`config.mk`:
```
export PLATFORM = sky130hd
export DESIGN_NAME = cfg_xlate_top
export DESIGN_NICKNAME = d
export VERILOG_FILES = /design/src/rtl/cfg_xlate_pkg.sv /design/src/rtl/cfg_sel_reg.sv /design/src/rtl/cfg_bus_window.sv /design/src/rtl/cfg_idsel_dec.sv /design/src/rtl/cfg_xlate_top.sv
export SDC_FILE = /design/constraint.sdc
export NUM_CORES = 1
export LEC_CHECK = 0
export BUFFER_PORTS_ARGS = -buffer_cell sky130_fd_sc_hd__buf_2
export CAP_MARGIN = 40
export CORE_ASPECT_RATIO = 1.5
export CORE_MARGIN = 1
export CORE_UTILIZATION = 45
export CTS_CLUSTER_DIAMETER = 50
export DETAILED_ROUTE_END_ITERATION = 10
export PLACE_DENSITY_LB_ADDON = 0.25
export SLEW_MARGIN = 20
export SYNTH_ARGS = -nofsm -noshare
export SYNTH_HDL_FRONTEND = slang
export SYNTH_SLANG_ARGS = --single-unit
```
`constraint.sdc`:
```
create_clock -name clk -period 2.27 [get_ports clk]
set_input_delay 0.227 -clock clk [delete_from_list [all_inputs] [get_ports clk]]
set_output_delay 0.227 -clock clk [all_outputs]
set_load 0.1 [all_outputs]
```
`src/rtl/cfg_xlate_pkg.sv`:
```
package cfg_xlate_pkg;

    localparam int unsigned DW       = 32;
    localparam int unsigned BUS_W    = 8;
    localparam int unsigned DEV_W    = 5;
    localparam int unsigned EN_BIT   = 31;
    localparam int unsigned BUS_LSB  = 16;
    localparam int unsigned DEV_LSB  = 11;
    localparam int unsigned ROUTE_HI = 10;   // top of function+register field
    localparam int unsigned ROUTE_LO = 2;

    typedef enum logic [2:0] {
        KIND_IO_PASS   = 3'd0,
        KIND_ADDR_REG  = 3'd1,
        KIND_T0        = 3'd2,
        KIND_T1        = 3'd3,
        KIND_LOCAL     = 3'd4,
        KIND_UNCLAIMED = 3'd5
    } xlate_kind_e;

    typedef enum logic [1:0] {
        WIN_LOCAL  = 2'd0,
        WIN_BEHIND = 2'd1,
        WIN_NONE   = 2'd2
    } win_cls_e;

    typedef enum logic {
        ST_IDLE = 1'b0,
        ST_RESP = 1'b1
    } fsm_e;

endpackage

```
`src/rtl/cfg_sel_reg.sv`:
```
module cfg_sel_reg
    import cfg_xlate_pkg::*;
(
    input  logic          clk,
    input  logic          rst_n,
    input  logic          wr_en,
    input  logic [DW-1:0] wdata,
    output logic [DW-1:0] q
);
    localparam logic [DW-1:0] KEEP_MASK = 32'h80FF_FFFC;

    always_ff @(posedge clk) begin
        if (!rst_n)
            q <= '0;
        else if (wr_en)
            q <= wdata & KEEP_MASK;
    end

    // the register moves only after a qualifying write
    a_r1_update_only_on_write: assert property (@(posedge clk) disable iff (!rst_n)
        !$stable(q) |-> $past(wr_en));

endmodule

```
`src/rtl/cfg_bus_window.sv`:
```
module cfg_bus_window
    import cfg_xlate_pkg::*;
(
    input  logic             clk,
    input  logic             rst_n,
    input  logic             load,
    input  logic [BUS_W-1:0] sec_in,
    input  logic [BUS_W-1:0] sub_in,
    input  logic [BUS_W-1:0] bus,
    output win_cls_e         cls
);
    logic [BUS_W-1:0] sec_q;
    logic [BUS_W-1:0] sub_q;

    always_ff @(posedge clk) begin
        if (!rst_n) begin
            sec_q <= '0;
            sub_q <= '0;
        end else if (load) begin
            sec_q <= sec_in;
            sub_q <= sub_in;
        end
    end

    always_comb begin
        if (bus == sec_q)
            cls = WIN_LOCAL;
        else if ((bus > sec_q) && (bus <= sub_q))
            cls = WIN_BEHIND;
        else
            cls = WIN_NONE;
    end

    // a bus equal to the loaded bridge number is always local
    a_r12_local_match: assert property (@(posedge clk) disable iff (!rst_n)
        (bus == sec_q) |-> (cls == WIN_LOCAL));

endmodule

```
`src/rtl/cfg_idsel_dec.sv`:
```
module cfg_idsel_dec
    import cfg_xlate_pkg::*;
#(
    parameter int unsigned IDSEL_W = 16
) (
    input  logic [DEV_W-1:0]   dev,
    input  logic               en,
    output logic               dev_ok,
    output logic [IDSEL_W-1:0] idsel
);
    assign dev_ok = ({27'd0, dev} < 32'(IDSEL_W));

    for (genvar g = 0; g < IDSEL_W; g++) begin : g_line
        assign idsel[g] = en && (dev == DEV_W'(g));
    end

endmodule

```
`src/rtl/cfg_xlate_top.sv`:
```
module cfg_xlate_top
    import cfg_xlate_pkg::*;
#(
    parameter int unsigned   IO_AW     = 16,
    parameter int unsigned   IDSEL_W   = 16,
    parameter logic [15:0]   SEL_PORT  = 16'h0CF8,
    parameter logic [15:0]   DATA_PORT = 16'h0CFC
) (
    input  logic               clk,
    input  logic               rst_n,
    input  logic               io_valid,
    output logic               io_ready,
    input  logic               io_write,
    input  logic [IO_AW-1:0]   io_addr,
    input  logic [3:0]         io_be,
    input  logic [31:0]        io_wdata,
    input  logic               win_load,
    input  logic [7:0]         win_sec_bus,
    input  logic [7:0]         win_sub_bus,
    output logic               rsp_valid,
    output logic [2:0]         rsp_kind,
    output logic [31:0]        rsp_rdata,
    output logic [31:0]        cfg_addr,
    output logic [3:0]         cfg_be,
    output logic [IDSEL_W-1:0] cfg_idsel
);
    localparam logic [IO_AW-1:0] SEL_DW  = IO_AW'(SEL_PORT);
    localparam logic [IO_AW-1:0] DATA_DW = IO_AW'(DATA_PORT);

    fsm_e                state_q, state_d;
    logic [DW-1:0]       sel_q;
    win_cls_e            win_cls;
    logic                dev_ok;
    logic [IDSEL_W-1:0]  idsel_raw;

    logic                accept, hit_sel, hit_data, full_dw, sel_wr;
    xlate_kind_e         kind_d;
    logic [31:0]         rdata_d, addr_d;
    logic [3:0]          be_d;
    logic                t0_sel;

    xlate_kind_e         kind_q;
    logic [31:0]         rdata_q, addr_q;
    logic [3:0]          be_q;
    logic [IDSEL_W-1:0]  idsel_q;

    assign accept   = io_valid && (state_q == ST_IDLE);
    assign hit_sel  = (io_addr[IO_AW-1:2] == SEL_DW[IO_AW-1:2]);
    assign hit_data = (io_addr[IO_AW-1:2] == DATA_DW[IO_AW-1:2]);
    assign full_dw  = (io_be == 4'b1111);
    assign sel_wr   = accept && hit_sel && full_dw && io_write;

    cfg_sel_reg u_sel (
        .clk   (clk),
        .rst_n (rst_n),
        .wr_en (sel_wr),
        .wdata (io_wdata),
        .q     (sel_q)
    );

    cfg_bus_window u_win (
        .clk    (clk),
        .rst_n  (rst_n),
        .load   (win_load),
        .sec_in (win_sec_bus),
        .sub_in (win_sub_bus),
        .bus    (sel_q[BUS_LSB +: BUS_W]),
        .cls    (win_cls)
    );

    cfg_idsel_dec #(.IDSEL_W(IDSEL_W)) u_dec (
        .dev    (sel_q[DEV_LSB +: DEV_W]),
        .en     (t0_sel),
        .dev_ok (dev_ok),
        .idsel  (idsel_raw)
    );

    // access classification
    always_comb begin
        kind_d  = KIND_IO_PASS;
        rdata_d = '0;
        addr_d  = '0;
        be_d    = '0;
        t0_sel  = 1'b0;
        if (hit_sel && full_dw) begin
            kind_d  = KIND_ADDR_REG;
            rdata_d = io_write ? 32'd0 : sel_q;
        end else if (hit_data && sel_q[EN_BIT]) begin
            unique case (win_cls)
                WIN_LOCAL: begin
                    if (dev_ok) begin
                        kind_d = KIND_T0;
                        t0_sel = 1'b1;
                        addr_d[ROUTE_HI:ROUTE_LO] = sel_q[ROUTE_HI:ROUTE_LO];
                        be_d   = io_be;
                    end else begin
                        kind_d  = KIND_LOCAL;
                        rdata_d = io_write ? 32'd0 : 32'hFFFF_FFFF;
                    end
                end
                WIN_BEHIND: begin
                    kind_d = KIND_T1;
                    addr_d = {1'b0, sel_q[30:1], 1'b1};
                    be_d   = io_be;
                end
                default: kind_d = KIND_UNCLAIMED;
            endcase
        end
    end

    // state register
    always_ff @(posedge clk) begin
        if (!rst_n)
            state_q <= ST_IDLE;
        else
            state_q <= state_d;
    end

    always_comb begin
        unique case (state_q)
            ST_IDLE: state_d = io_valid ? ST_RESP : ST_IDLE;   // accept
            ST_RESP: state_d = ST_IDLE;                        // retire
            default: state_d = ST_IDLE;
        endcase
    end

    // response capture
    always_ff @(posedge clk) begin
        if (!rst_n) begin
            kind_q  <= KIND_IO_PASS;
            rdata_q <= '0;
            addr_q  <= '0;
            be_q    <= '0;
            idsel_q <= '0;
        end else if (accept) begin
            kind_q  <= kind_d;
            rdata_q <= rdata_d;
            addr_q  <= addr_d;
            be_q    <= be_d;
            idsel_q <= idsel_raw;
        end
    end

    // outputs
    always_comb begin
        io_ready  = (state_q == ST_IDLE);
        rsp_valid = (state_q == ST_RESP);
        rsp_kind  = kind_q;
        rsp_rdata = rdata_q;
        cfg_addr  = addr_q;
        cfg_be    = be_q;
        cfg_idsel = idsel_q;
    end

    // handshake timing
    a_r11_one_cycle_pulse: assert property (@(posedge clk) disable iff (!rst_n)
        rsp_valid |=> !rsp_valid);
    a_r11_resp_follows_accept: assert property (@(posedge clk) disable iff (!rst_n)
        (io_valid && io_ready) |=> (rsp_valid && !io_ready));
    // select vector is one-hot or empty, and only for local translations
    a_r6_idsel_onehot: assert property (@(posedge clk) disable iff (!rst_n)
        $onehot0(cfg_idsel));
    a_r6_idsel_only_t0: assert property (@(posedge clk) disable iff (!rst_n)
        (rsp_valid && cfg_idsel != '0) |-> (rsp_kind == KIND_T0));
    // low address bits per translation form
    a_r5_t0_low_bits: assert property (@(posedge clk) disable iff (!rst_n)
        (rsp_valid && rsp_kind == KIND_T0) |-> (cfg_addr[1:0] == 2'b00));
    a_r7_t1_low_bits: assert property (@(posedge clk) disable iff (!rst_n)
        (rsp_valid && rsp_kind == KIND_T1) |-> (cfg_addr[1:0] == 2'b01 && !cfg_addr[31]));

endmodule

```
**Yosys cells after proc, flatten, opt, wreduce, memory -nomap -nowiden**

Index checks and enable logic that the tools add are counted.

- $lt $le $gt $ge: 3
- Equality and inequality tests: 20
- Muxes and demuxes: 28
- Bitwise gates (word level): 1
- Reduce and logical (&&, ||, !) cells: 25

Operators with widths:

| operator | number |
|---|---|
| $mux 32 | 7 |
| $eq 5x4->1 const B | 8 |
| $eq 14x10->1 const B | 2 |
| $mux 24 | 1 |
| $logic_and 1x1->1 | 23 |
| $eq 5x3->1 const B | 4 |
| $pmux 9 s2 | 1 |
| $mux 13 | 1 |
| $mux 4 | 3 |
| $eq 5x2->1 const B | 2 |
| $mux 3 | 3 |
| $mux 9 | 1 |
| $eq 8x8->1 | 1 |
| $gt 8x8->1 | 1 |
| $le 8x8->1 | 1 |
| $pmux 4 s2 | 1 |
| $mux 1 | 6 |
| $pmux 3 s2 | 1 |
| $eq 5x1->1 const B | 1 |
| $logic_not 5->1 | 1 |
| $lt 5x5->1 const B | 1 |
| $eq 4x4->1 const B | 1 |
| $mux 2 | 2 |
| $eq 2x1->1 const B | 1 |
| 3 further kinds | 3 |

- Flip-flop bits (word level): 127
- Output and inout port bits: 89
- Word-level logic and storage cells: 86

**Longest topological paths before layout**

- Depth after elaboration: 9
- Depth in mapped cells: 9

**Cells and area by module**

Synthesis repeated with hierarchy kept, for this count alone.

- Cell total of the unflattened synthesis: 542
- Area total of the unflattened synthesis: 5186.2 um^2

By module, submodules not included:

| module | instances | cells each | area an instance (um^2) |
|---|---|---|---|
| cfg_xlate_top | 1 | 327 | 3079.2 |
| cfg_bus_window | 1 | 107 | 1007.2 |
| cfg_sel_reg | 1 | 84 | 964.7 |
| cfg_idsel_dec | 1 | 24 | 135.1 |

**Least setup slack after synthesis**

OpenSTA, ideal clock, no wires.

- Kind: register -> register
- Start point: register state_q, in the netlist rsp_valid
- End point: register addr_q[15], in the netlist cfg_addr[15]
- Library setup time: 0.062 ns
- Arrival time: 2.722 ns
- Path slack: -0.514 ns
- Cell stages (with the launch flop): 5
- Path buffers: 1
- Period minus slack after synthesis: 2.784 ns
- Cells stage by stage: dfxtp_1 inv_1 a21oi_1 clkbuf_1 a22o_1

- Cells in the longest elaborated chain, start to end: 2

RTL lines:

| item | line | source |
|---|---|---|
| start, declared | cfg_xlate_top.sv:30 | `fsm_e state_q, state_d;` |
| start signal, assigned | cfg_xlate_top.sv:116 | `state_q <= state_d;` |
| $not 1->1 | n/a |  |
| net io_ready | cfg_xlate_top.sv:12 | `output logic io_ready,` |
| $logic_and 1x1->1 | cfg_xlate_top.sv:47 | `assign accept = io_valid && (state_q == ST_IDLE);` |
| end signal, assigned | cfg_xlate_top.sv:138 | `addr_q <= addr_d;` |
| end, declared | cfg_xlate_top.sv:43 | `logic [31:0] rdata_q, addr_q;` |

The timed path passes the listed nets, and every way through them passes these cells.
A chain may end at the register's enable or synchronous reset.

**Worst setup path in the final report**

- Start point: register u_win.sec_q[2]
- End point: register idsel_q[1], in the netlist cfg_idsel[1]

- Cells in the longest elaborated chain, start to end: 9
- Elaborated cells between the ends (all ways): 10
- Those cells by class: 1 x order compare; 1 x eq/ne; 5 x mux; 3 x reduce/logical

RTL lines:

| item | line | source |
|---|---|---|
| start, declared | cfg_bus_window.sv:12 | `logic [BUS_W-1:0] sec_q;` |
| start signal, assigned | cfg_bus_window.sv:20 | `sec_q <= sec_in;` |
| $gt 8x8->1 | cfg_bus_window.sv:28 | `else if ((bus > sec_q) && (bus <= sub_q))` |
| $logic_and 1x1->1 | cfg_bus_window.sv:28 |  |
| $mux 2 | cfg_bus_window.sv:28 |  |
| $mux 2 (*) | cfg_bus_window.sv:26 | `if (bus == sec_q)` |
| $logic_not 2->1 (*) | cfg_xlate_top.sv:89 | `unique case (win_cls)` |
| $mux 1 (*) | cfg_xlate_top.sv:89 |  |
| $mux 1 (*) | cfg_xlate_top.sv:88 | `end else if (hit_data && sel_q[EN_BIT]) begin` |
| $mux 1 (*) | cfg_xlate_top.sv:85 | `if (hit_sel && full_dw) begin` |
| $logic_and 1x1->1 (*) | cfg_idsel_dec.sv:14 | `assign idsel[g] = en && (dev == DEV_W'(g));` |
| end signal, assigned | cfg_xlate_top.sv:140 | `idsel_q <= idsel_raw;` |
| end, declared | cfg_xlate_top.sv:45 | `logic [IDSEL_W-1:0] idsel_q;` |

Every way passes the cells marked *; elsewhere a longest branch is shown, timed or not.

==> results.tsv <==
stage	metric	value	unit
outcome	status	finished with violations	
outcome	failing checks	design-rule violations	
yosys	Post-synth EDFFs	0	
route	Via density	5.44	
yosys	top post-synthesis cells by area	dfxtp_1 (48%), mux2i_1 (8.5%), nand2_1 (4.8%), nor2_1 (4.6%), ha_1 (4.3%)	
yosys	#FFs+latches synth	110	
yosys	Mapped Area	4620	um2
placement	PortBufs	141	
route	wire per inst	15.7	um
sta	Setup Skew	0.00550	ns
critical_path	CP Launch Type	flop	
global_routing	total grt overflow	0	
global_routing	vias in the first global route	3783	
sta	Fin. Hold Viols	0	
sta	final critical-path share of the clock period	95.5	%
flow_run	Max Cap Viol	0	
floorplan	core area	9850	um2
clock_tree	cts bufs inserted	9	
pwr	P per Cell Area	669	nW/um2
sta	Slew @ Worst Pin	0.804	ns
cells_and_area	Seq. cell area	2210	um2
critical_path	Crit Reg-Reg Startpoint	u_win.sec_q[2]	
yosys	top cell type's share of synthesized area	47.7	%
sta	setup TNS	0	ns
critical_path	R2R Path End	cfg_idsel[1]	
floorplan	Initial Utilization	46.9	%
clock_tree	CTS max path bufs	2	
critical_path	family with the most delay on the worst path	simple AND/OR/NAND/NOR gates	
critical_path	CP cell instances	inv_1 > ha_1 > nand4_1 > or2_4 > or4_4 > nor3_4 > a22oi_1 > nor2_1	
yosys	syn avg cell area	9.20	um2
route	drt first pass iters	8	
yosys	main flop type after synthesis	dfxtp_1	
clock_tree	clock sinks	110	
global_routing	GRT Resource Usage Total	21.8	%
route	DRT antenna net count	0	
floorplan	Die W	84.7	um
critical_path	Crit path required time	2.55	ns
critical_path	critical path class	flop to flop	
clock_tree	Clock Root Buffer	clkbuf_16	
placement	Placer Congestion	0.849	
clock_tree	htree depth	3	
cells_and_area	fraction of layout cells with a size suffix above 1	31.5	%
sta	Final min period	2.17	ns
cells_and_area	Synth-to-Final Area Change	24.7	%
cells_and_area	multi-input logic area	2140	um2
critical_path	R2R depth	8	
cells_and_area	commonest non-fill, non-tap cell in the layout	buf_2	
min_path	HP Start	io_wdata[16]	
pwr	worst vdd ir	0.376	mV
route	WL final	11800	um
sta	Setup violations, final	0	
critical_path	slowest stage delay, CP	0.53	ns
route	DRC	12	
global_routing	initial antenna violation count	0	
cells_and_area	commonest cells after routing, fill and taps aside	buf_2 (141), dfxtp_1 (107), nand2_1 (59)	
min_path	WHS Endpoint	u_sel.q[16]	
global_routing	largest net degree at the start of global routing	90	
yosys	Synth async-reset ratio	0	%
placement	post-DP HPWL	8650	um
sta	pins over their slew limit	0	
clock_tree	Reg clk slew, reported paths	0.07	ns
min_path	Hold Path Stages	3	
clock_tree	TritonCTS clock tree	done	
floorplan	FP Rows	44	
route	initial DRC count	248	
floorplan	Top Ports	162	
yosys	Seq/Total Area, Yosys	47.7	%
pwr	LEAKAGE	2.73	nW
cells_and_area	fill cell count	886	
route	routed vias	4097	
cells_and_area	Nets	722	
cells_and_area	n_diodes	0	
critical_path	crit-path max FO	4	
placement	Post-Place Setup Slack	0.0151	ns
critical_path	R2R Setup Slk	0.10	ns
yosys	YS warnings	0	
sta	min setup slack post-route	0.103	ns
sta	Fmax	0.461	GHz
floorplan	die height	126	um
clock_tree	worst skew pair latency	0.34	ns
critical_path	Critical Path Slowest Stage Cell	or4_4	
critical_path	CP Buf/Inv Count	1	
min_path	Worst Hold Class	input port to flop	
yosys	library cells used by synthesis	46	
pwr	Power Total	3.85	mW
floorplan	die area	10700	um2
critical_path	Worst EP arrival	2.45	ns
global_routing	first-pass GRT wire length	18400	um
yosys	Post-Synthesis Cells	502	
sta	Slew headroom	46.4	%
critical_path	CP Capture Type	flop	
yosys	Synth area leader	dfxtp_1	
-- logic make-up after synthesis --
logic type / share of synthesized area [%]
simple gates: 17.1
flops: 47.7
compound gates: 14.5
buf+inv: 7.77
mux: 8.45
fa+ha+maj: 4.33
other cells: 0.0812
-- power breakdown --
group          leakage [nW]  internal [mW]  switching (mW)
Clock                 0.143          0.854           0.688
Sequential            0.890           1.95          0.0106
Combinational          1.70          0.110           0.245
-- per-stage QoR --
stage	util, %	std cells	instance area [um2]	hold slack [ns]
after floorplan	-	510	4660	0.349
after global placement	55.1	737	5430	0.433
after detailed placement	55.1	737	5430	0.443
after CTS	58.1	753	5720	0.108
after global routing	58.5	753	5760	0.121
final	58.5	753	5760	0.117
-- registers in the layout, indices dropped and copies added, names as in the netlist --
name	count
cfg_idsel	16
rsp_valid	1
rsp_kind	3
rsp_rdata	24
cfg_addr	23
u_win.sec_q	8
u_win.sub_q	8
cfg_be	4
u_sel.q	23
-- how the worst max path moves through the flow --
stage	start	end	slack, ns	cells past startpoint
floorplan	u_win.sec_q[6]	cfg_idsel[0]	0.09	9
global placement	u_win.sec_q[6]	cfg_idsel[0]	0.03	8
detailed placement	u_win.sec_q[6]	cfg_idsel[0]	0.02	8
CTS	u_win.sec_q[6]	cfg_idsel[1]	0.0007	8
global route	u_win.sec_q[2]	cfg_idsel[1]	-0.0002	8
finish	u_win.sec_q[2]	cfg_idsel[1]	0.10	8
-- area by class of cell --
type | count | area share, %
clock buffers | 10 | 3.97
clock inverters | 6 | 1.06
repair buffers | 165 | 15.8
multi-input cells | 329 | 37.1
well taps | 115 | 2.50
inverters | 18 | 1.24
flip-flops and latches | 110 | 38.3
-- per-layer routing --
metal / vias up / track usage (%) / share of wire (%)
li1: 2010 / - / -
met5: - / 0 / 0
met1: 1935 / 25.5 / 40
met2: 138 / 38.5 / 53
met3: 14 / 4.85 / 5.2
met4: 0 / 8.57 / 1.7
-- synth_stat cells, types with 2 or more instances --
library cell / number
o21ai_0: 7
a21o_1: 3
nor2_1: 56
nand4_1: 20
nand3b_1: 3
mux2i_1: 39
buf_1: 5
ha_1: 16
o211ai_1: 2
inv_1: 17
and2_1: 3
buf_2: 5
nand2_1: 59
buf_6: 3
nand3_1: 3
or2_2: 2
clkbuf_1: 23
buf_4: 17
or4_1: 2
nor3_1: 3
nor2b_1: 3
a31oi_1: 24
nor4_1: 2
a22oi_1: 8
dfxtp_1: 110
a32oi_1: 13
a21oi_1: 23
a22o_1: 13
-- worst register-to-register path: cells and delay by family (launching register included) --
kind,cells,cell delay [ns]
and+or+nand+nor,5,1.29
buffers and inverters,1,0.07
AOI/OAI and AO/OA,1,0.10
DFF,1,0.36
adders and majority gates,1,0.29
-- repair_timing --
item                                    CTS  global route
buffers inserted                          0             0
endpoints found under the setup margin    0            29
resized for setup                         0             8
hold buffers                              0             0
endpoints found under the hold margin     0             0
Power figures use the tool's default switching activity.
